$ cat config.mk
export PLATFORM = sky130hd
export DESIGN_NAME = disp_cmd_parser
export DESIGN_NICKNAME = d
export VERILOG_FILES = /design/src/rtl/dcp_pkg.sv /design/src/rtl/dcp_decode.sv /design/src/rtl/dcp_seq.sv /design/src/rtl/dcp_window.sv /design/src/rtl/disp_cmd_parser.sv
export SDC_FILE = /design/constraint.sdc
export NUM_CORES = 1
export LEC_CHECK = 0
export BUFFER_PORTS_ARGS = -buffer_cell sky130_fd_sc_hd__clkbuf_2
export CELL_PAD_IN_SITES_DETAIL_PLACEMENT = 1
export CELL_PAD_IN_SITES_GLOBAL_PLACEMENT = 2
export CORE_UTILIZATION = 37
export CTS_BUF_LIST = sky130_fd_sc_hd__clkbuf_2
export DETAILED_ROUTE_END_ITERATION = 10
export PLACE_DENSITY = 0.88
export REMOVE_ABC_BUFFERS = 1
export SETUP_SLACK_MARGIN = 0.3
export SYNTH_ARGS = -nofsm -noshare
export SYNTH_HDL_FRONTEND = slang
export SYNTH_SLANG_ARGS = --single-unit
$ cat constraint.sdc
create_clock -name clk -period 8.7 [get_ports clk]
set_clock_uncertainty 0.1 [all_clocks]
set_input_delay 1.74 -clock clk [delete_from_list [all_inputs] [get_ports clk]]
set_output_delay 1.74 -clock clk [all_outputs]
set_load 0.01 [all_outputs]
$ cat src/rtl/dcp_pkg.sv
package dcp_pkg;

  typedef enum logic [2:0] {
    K_COL   = 3'd0,
    K_ROW   = 3'd1,
    K_REMAP = 3'd2,
    K_SKIP  = 3'd3,
    K_PAD   = 3'd4,
    K_BAD   = 3'd5
  } op_kind_t;

  localparam int unsigned VERT_BIT  = 2;
  localparam logic [7:0]  OP_COLWIN = 8'h15;
  localparam logic [7:0]  OP_ROWWIN = 8'h75;
  localparam logic [7:0]  OP_REMAP  = 8'hA0;
  localparam logic [7:0]  OP_GREY   = 8'hB8;
  localparam logic [7:0]  OP_PAD    = 8'hFF;

  function automatic op_kind_t classify(input logic [7:0] op);
    op_kind_t k;
    case (op)
      OP_COLWIN: k = K_COL;
      OP_ROWWIN: k = K_ROW;
      OP_REMAP:  k = K_REMAP;
      OP_PAD:    k = K_PAD;
      8'h81, 8'hA1, 8'hA2, 8'hA8, 8'hAD,
      8'hB1, 8'hB2, 8'hB3, 8'hBC, 8'hBE, 8'hBF,
      OP_GREY,
      8'h84, 8'h85, 8'h86, 8'hA4, 8'hA5, 8'hA6, 8'hA7,
      8'hAE, 8'hAF, 8'hE3: k = K_SKIP;
      default:   k = K_BAD;
    endcase
    return k;
  endfunction

  function automatic logic [3:0] arg_count(input logic [7:0] op);
    logic [3:0] n;
    case (op)
      OP_COLWIN, OP_ROWWIN: n = 4'd2;
      OP_GREY:              n = 4'd8;
      OP_REMAP, 8'h81, 8'hA1, 8'hA2, 8'hA8, 8'hAD,
      8'hB1, 8'hB2, 8'hB3, 8'hBC, 8'hBE, 8'hBF: n = 4'd1;
      default:              n = 4'd0;
    endcase
    return n;
  endfunction

  function automatic logic [7:0] fold(input logic [7:0] v, input int unsigned lim);
    return 8'(32'(v) % lim);
  endfunction

endpackage

$ cat src/rtl/dcp_decode.sv
module dcp_decode
  import dcp_pkg::*;
(
  input  logic [7:0] op,
  output op_kind_t   kind,
  output logic [3:0] nargs
);
  always_comb begin
    kind  = classify(op);
    nargs = arg_count(op);
  end
endmodule

$ cat src/rtl/dcp_seq.sv
module dcp_seq
  import dcp_pkg::*;
(
  input  logic       clk,
  input  logic       rst_n,
  input  logic       byte_valid,
  input  logic       sel_data,
  input  logic [7:0] byte_data,
  input  op_kind_t   dec_kind,
  input  logic [3:0] dec_nargs,
  output logic       busy,
  output logic       sel_chg,
  output logic       apply,
  output op_kind_t   apply_kind,
  output logic [7:0] arg_first,
  output logic [7:0] arg_last,
  output logic       bad_now
);
  logic       sel_q;
  op_kind_t   pend_kind;
  logic [3:0] need;
  logic [3:0] got;
  logic [7:0] first_q;
  logic       cmd_byte;
  logic       idle_eff;
  logic       start;
  logic       opens;

  // Tracks the select level seen at the previous edge, reset or not.
  always_ff @(posedge clk) sel_q <= sel_data;

  always_comb begin
    sel_chg    = (sel_data != sel_q);
    cmd_byte   = byte_valid && !sel_data;
    idle_eff   = !busy || sel_chg;
    start      = cmd_byte && idle_eff;
    bad_now    = start && (dec_kind == K_BAD);
    opens      = start && (dec_kind != K_BAD) && (dec_kind != K_PAD) && (dec_nargs != 4'd0);
    apply      = cmd_byte && !idle_eff && (got == need - 4'd1);
    apply_kind = pend_kind;
    arg_first  = (got == 4'd0) ? byte_data : first_q;
    arg_last   = byte_data;
  end

  always_ff @(posedge clk) begin
    if (!rst_n) begin
      busy      <= 1'b0;
      pend_kind <= K_SKIP;
      need      <= 4'd0;
      got       <= 4'd0;
      first_q   <= 8'd0;
    end else if (start) begin
      busy <= opens;
      got  <= 4'd0;
      if (opens) begin
        pend_kind <= dec_kind;
        need      <= dec_nargs;
      end
    end else if (cmd_byte && busy) begin
      if (got == 4'd0) first_q <= byte_data;
      if (apply) busy <= 1'b0;
      else       got  <= got + 4'd1;
    end else if (sel_chg) begin
      busy <= 1'b0;
      got  <= 4'd0;
    end
  end
endmodule

$ cat src/rtl/dcp_window.sv
module dcp_window
  import dcp_pkg::*;
#(
  parameter int unsigned COLS = 64,
  parameter int unsigned ROWS = 80,
  localparam int unsigned CW = $clog2(COLS),
  localparam int unsigned RW = $clog2(ROWS)
) (
  input  logic          clk,
  input  logic          rst_n,
  input  logic          apply,
  input  op_kind_t      apply_kind,
  input  logic [7:0]    arg_first,
  input  logic [7:0]    arg_last,
  input  logic          wr_go,
  input  logic [7:0]    wr_byte,
  output logic [CW-1:0] col_start,
  output logic [CW-1:0] col_end,
  output logic [RW-1:0] row_start,
  output logic [RW-1:0] row_end,
  output logic [CW-1:0] cur_col,
  output logic [RW-1:0] cur_row,
  output logic [7:0]    remap,
  output logic          wr_strobe,
  output logic [CW-1:0] wr_col,
  output logic [RW-1:0] wr_row,
  output logic [7:0]    wr_data
);
  logic [7:0]    c_first, c_last, r_first, r_last;
  logic          col_at_end, row_at_end;
  logic [CW-1:0] col_step;
  logic [RW-1:0] row_step;

  always_comb begin
    c_first    = fold(arg_first, COLS);
    c_last     = fold(arg_last, COLS);
    r_first    = fold(arg_first, ROWS);
    r_last     = fold(arg_last, ROWS);
    col_at_end = (cur_col >= col_end);
    row_at_end = (cur_row >= row_end);
    col_step   = col_at_end ? col_start : cur_col + 1'b1;
    row_step   = row_at_end ? row_start : cur_row + 1'b1;
  end

  always_ff @(posedge clk) begin
    if (!rst_n) begin
      col_start <= '0;
      col_end   <= CW'(COLS - 1);
      row_start <= '0;
      row_end   <= RW'(ROWS - 1);
      cur_col   <= '0;
      cur_row   <= '0;
      remap     <= 8'd0;
      wr_strobe <= 1'b0;
      wr_col    <= '0;
      wr_row    <= '0;
      wr_data   <= 8'd0;
    end else begin
      wr_strobe <= wr_go;
      if (apply) begin
        case (apply_kind)
          K_COL: begin
            col_start <= c_first[CW-1:0];
            col_end   <= c_last[CW-1:0];
            cur_col   <= c_first[CW-1:0];
          end
          K_ROW: begin
            row_start <= r_first[RW-1:0];
            row_end   <= r_last[RW-1:0];
            cur_row   <= r_first[RW-1:0];
          end
          K_REMAP: remap <= arg_first;
          default: ;
        endcase
      end else if (wr_go) begin
        wr_col  <= cur_col;
        wr_row  <= cur_row;
        wr_data <= wr_byte;
        if (remap[VERT_BIT]) begin
          cur_row <= row_step;
          if (row_at_end) cur_col <= col_step;
        end else begin
          cur_col <= col_step;
          if (col_at_end) cur_row <= row_step;
        end
      end
    end
  end
endmodule

$ cat src/rtl/disp_cmd_parser.sv
module disp_cmd_parser
  import dcp_pkg::*;
#(
  parameter int unsigned COLS = 64,
  parameter int unsigned ROWS = 80,
  localparam int unsigned CW = $clog2(COLS),
  localparam int unsigned RW = $clog2(ROWS)
) (
  input  logic          clk,
  input  logic          rst_n,
  input  logic          byte_valid,
  input  logic [7:0]    byte_data,
  input  logic          sel_data,
  output logic [CW-1:0] col_start,
  output logic [CW-1:0] col_end,
  output logic [RW-1:0] row_start,
  output logic [RW-1:0] row_end,
  output logic [CW-1:0] cur_col,
  output logic [RW-1:0] cur_row,
  output logic [7:0]    remap,
  output logic          wr_strobe,
  output logic [CW-1:0] wr_col,
  output logic [RW-1:0] wr_row,
  output logic [7:0]    wr_data,
  output logic          bad_op
);
  op_kind_t   dec_kind;
  logic [3:0] dec_nargs;
  logic       seq_busy, sel_chg, apply, bad_now, wr_go;
  op_kind_t   apply_kind;
  logic [7:0] arg_first, arg_last;

  dcp_decode u_dec (.op(byte_data), .kind(dec_kind), .nargs(dec_nargs));

  dcp_seq u_seq (
    .clk(clk), .rst_n(rst_n), .byte_valid(byte_valid), .sel_data(sel_data),
    .byte_data(byte_data), .dec_kind(dec_kind), .dec_nargs(dec_nargs),
    .busy(seq_busy), .sel_chg(sel_chg), .apply(apply), .apply_kind(apply_kind),
    .arg_first(arg_first), .arg_last(arg_last), .bad_now(bad_now)
  );

  assign wr_go = byte_valid && sel_data;

  dcp_window #(.COLS(COLS), .ROWS(ROWS)) u_win (
    .clk(clk), .rst_n(rst_n), .apply(apply), .apply_kind(apply_kind),
    .arg_first(arg_first), .arg_last(arg_last), .wr_go(wr_go), .wr_byte(byte_data),
    .col_start(col_start), .col_end(col_end), .row_start(row_start), .row_end(row_end),
    .cur_col(cur_col), .cur_row(cur_row), .remap(remap), .wr_strobe(wr_strobe),
    .wr_col(wr_col), .wr_row(wr_row), .wr_data(wr_data)
  );

  always_ff @(posedge clk) begin
    if (!rst_n) bad_op <= 1'b0;
    else        bad_op <= bad_now;
  end
endmodule

==> summary.md <==
| Metric | Value |
|---|---|
| CP Capture Type | register |
| Top cells by area, synth | dfxtp_1, nand2_1, a211oi_1, ha_1, a21oi_1 |
| DRC errors left | 0 |
| FF+latch count, synth | 90 |
| DIE WIDTH | 117 um |
| Finished Cell Area | 5500 um^2 |
| Vias in the first global route | between 4000 and 5000 |
| Setup crit start kind | input port |
| Routability cong. | 0.825 |
| I/O Pins | 82 |
| Vias | around 4600 |
| Root buf cell | clkbuf_2 |
| Wire per inst | ~18 um |
| Routed WL | between 15 and 20 mm |
| Max Slew Vio Count | 0 |
| Area Overhead vs Synth | 12.6% |
| Synth Instances | between 600 and 700 |
| Slew at the pin closest to its max-slew limit | 1.11 ns |
| RSZ-0062 raised after global routing | false |
| Setup WS post-layout | around 4.7 ns |
| Post-synthesis cell type with the largest combined area | dfxtp_1 |
| Register area share after synthesis | 36.9% |
| Layout cell share with drive strength beyond 1 | a little under a fifth |
| PortBufs | 81 |
| Period Utilization, post-route | 45.7% |
| Pre-CTS setup slack | 4.12 ns |
| # fillers | about 1600 |
| 1st-iter DRT viols | between 200 and 250 |
| Initial core utilization | a little under two fifths |
| HPWL after DPL | 11.0 mm |
| CP Cell Sequence | clkbuf_2 -> nor2_1 -> mux2i_1 -> ha_1 -> nor2b_1 -> nor3b_1 -> a311o_1 -> a211oi_1 -> nand2_1 -> a31oi_1 |
| Setup CP Type | in -> reg |
| Initial antenna violation count | 1 |
| Rel. slew slack | 25.8% |
| Synth Warn # | 0 |
| DIE AREA | 13700 um^2 |
| H-tree depth | 3 |
| Mapped Avg Cell Area | 8.08 um^2 |
| Detailed Routing Iterations Pass 1 | 6 |
| Power Density | roughly 140 nW/um^2 |
| VDD IR-drop max | 0.0601 mV |
| Grt ovf | 0 |
| Placed inst area | 5360 um^2 |
| Post-Syn Area | 4890 um^2 |
| ANT nets after route | 0 |
| Row cnt | 41 |
| CTS Sinks | 90 |
| Setup violators final | 0 |
| Setup Fix Bufs, Post-CTS | 0 |
| Total core area | roughly 13000 um^2 |
| # nets final | 689 |
| Status | completed |
| Die Ht | between 100 and 150 um |
| Fin Setup TNS | 0 ns |
| Worst min path class | reg -> reg |
| Ys flop type | dfxtp_1 |
| Hold_buf cts | 0 |
| Leakage power | ~2.3 nW |
| WP data required | 9.13 ns |
| Data arrival, critical path | 4.41 ns |
| CTS tree | yes |
| Clock tree buffer depth | 2 |
| Max Cap Viol | 0 |
| Largest net degree at the start of global routing | 60 |
| Global-route wire length before repair | 24.3 mm |
| Worst-path clk slew | between 0.2 and 0.25 ns |
| Post-cts resize count | 0 |
| Count of cell types in the netlist | 62 |
| Number of synthesized flops with an enable pin | 0 |
| Clock Latency Late Sink | 0.60 ns |
| CP Max Fanout | 26 |
| Tmin final | about 4.0 ns |
| FMAX | 0.251 GHz |
| Slowest stage cell, crit path | nor2b_1 |
| Post-layout util | between 40 and 50% |
| Via density | 5.52 |
| CTS buffer count | 9 |
| Top cell type's share of synthesized area | 36.9% |
| Maximum single-stage delay on the critical path | 0.50 ns |
| Power, Total | 0.748 mW |
| Ys async rst share | 0% |
| Tot GR Track Use | between 20% and 30% |
| Final-report hold violation count | 0 |
## area by class of cell
type,instances,area (um^2),share of cell area [%]
timing repair buffer,87,450,8.19
inverter,28,105,1.91
clock buffer,9,45.0,0.819
sequential,90,1800,32.7
tap,172,215,3.91
clock inverter,7,92.6,1.68
multi-input combinational,441,2790,50.7
antenna,1,2.50,0.0455
## worst paths after layout
check / startpoint / end / slack (ns) / depth (start not counted)
max: byte_data[5] / u_win.cur_row[5]$_SDFFE_PN0P_ / 4.72 / 10
max reg2reg: u_seq.got[0]$_SDFFE_PP0P_ / u_win.cur_row[5]$_SDFFE_PN0P_ / 4.97 / 13
min reg2reg: u_win.wr_row[5]$_SDFFE_PN0P_ / u_win.wr_row[5]$_SDFFE_PN0P_ / 0.37 / 2
min: u_win.wr_row[5]$_SDFFE_PN0P_ / u_win.wr_row[5]$_SDFFE_PN0P_ / 0.37 / 2
## Yosys cell counts (5+ instances only)
library cell and instances:
nor3b_1 5, nor2b_1 9, o21bai_1 6, nand4_1 5, xnor2_1 8, o211ai_1 13, nand2_1 93, ha_1 20
a31oi_1 14, and3_1 7, nand2b_1 12, a21oi_1 41, buf_2 10, nor2_1 51, o311ai_0 6, a311oi_1 7
clkbuf_1 30, nor3_1 6, a211oi_1 34, dfxtp_1 90, mux2i_1 10, inv_1 27, o21ai_0 14, nand3_1 16
xor2_1 9
## through the flow
stage                     cells  hold slack, ns
after floorplan             559           0.351
after global placement      818           0.341
after detailed placement    818           0.350
after CTS                   834           0.377
after global routing        835           0.397
final                       835           0.373
## critical path: cells and delay by family
| family | cells | cell delay [ns] |
|---|---|---|
| compound gates | 3 | 0.87 |
| fa+ha+maj | 1 | 0.29 |
| buf+inv | 1 | 0.40 |
| mux | 1 | 0.27 |
| simple gates | 4 | 0.83 |
## kinds of logic (layout without fill, tap and decap cells)
logic type      Yosys count  after routing  share of synthesized area, %
compound gates          168            168                          24.2
mux                      12             12                          2.56
flops                    90             90                          36.9
buf+inv                  74            131                          6.17
other cells               0              1                             0
simple gates            224            224                          22.1
fa+ha+maj                20             20                          5.12
xor+xnor                 17             17                          3.05
## layer usage
metal	global-route usage, %	up-vias	share of wire, %
li1	-	2272	-
met1	30.0	2246	46
met2	41.2	69	50
met3	3.14	20	2.3
met4	7.09	0	1.4
met5	0	-	0
## layout by cell type, fill, tap and decap left out, drive strengths merged, types with 4 or more instances in the layout
cell / count
a211oi: 36
xnor2: 8
a311oi: 7
nand3: 16
nor3b: 6
nor3: 6
and3: 7
o21bai: 6
nand2: 94
nand4: 5
buf: 6
o211ai: 13
nand2b: 12
nor2b: 9
o311ai: 6
inv: 29
clkbuf: 90
ha: 20
dfxtp: 90
a31oi: 14
o22ai: 4
nor2: 51
nor4b: 4
o21ai: 14
xor2: 9
a21oi: 41
mux2i: 11
## registers in the layout (all words and copies together), names as in the netlist
signal / cells
bad_op: 1
u_seq.apply_kind: 3
u_seq.busy: 1
u_seq.first_q: 8
u_seq.got: 4
u_seq.need: 3
u_seq.sel_q: 1
u_win.col_end: 6
u_win.col_start: 6
u_win.cur_col: 6
u_win.cur_row: 7
u_win.remap: 8
u_win.row_end: 7
u_win.row_start: 7
u_win.wr_col: 6
u_win.wr_data: 8
u_win.wr_row: 7
u_win.wr_strobe: 1
## where the power goes
part	internal, mW	switching, mW
Combinational	0.0243	0.0505
Sequential	0.419	0.00566
Clock	0.0942	0.155
Total	0.537	0.211
(Power assumes the default switching activity.)
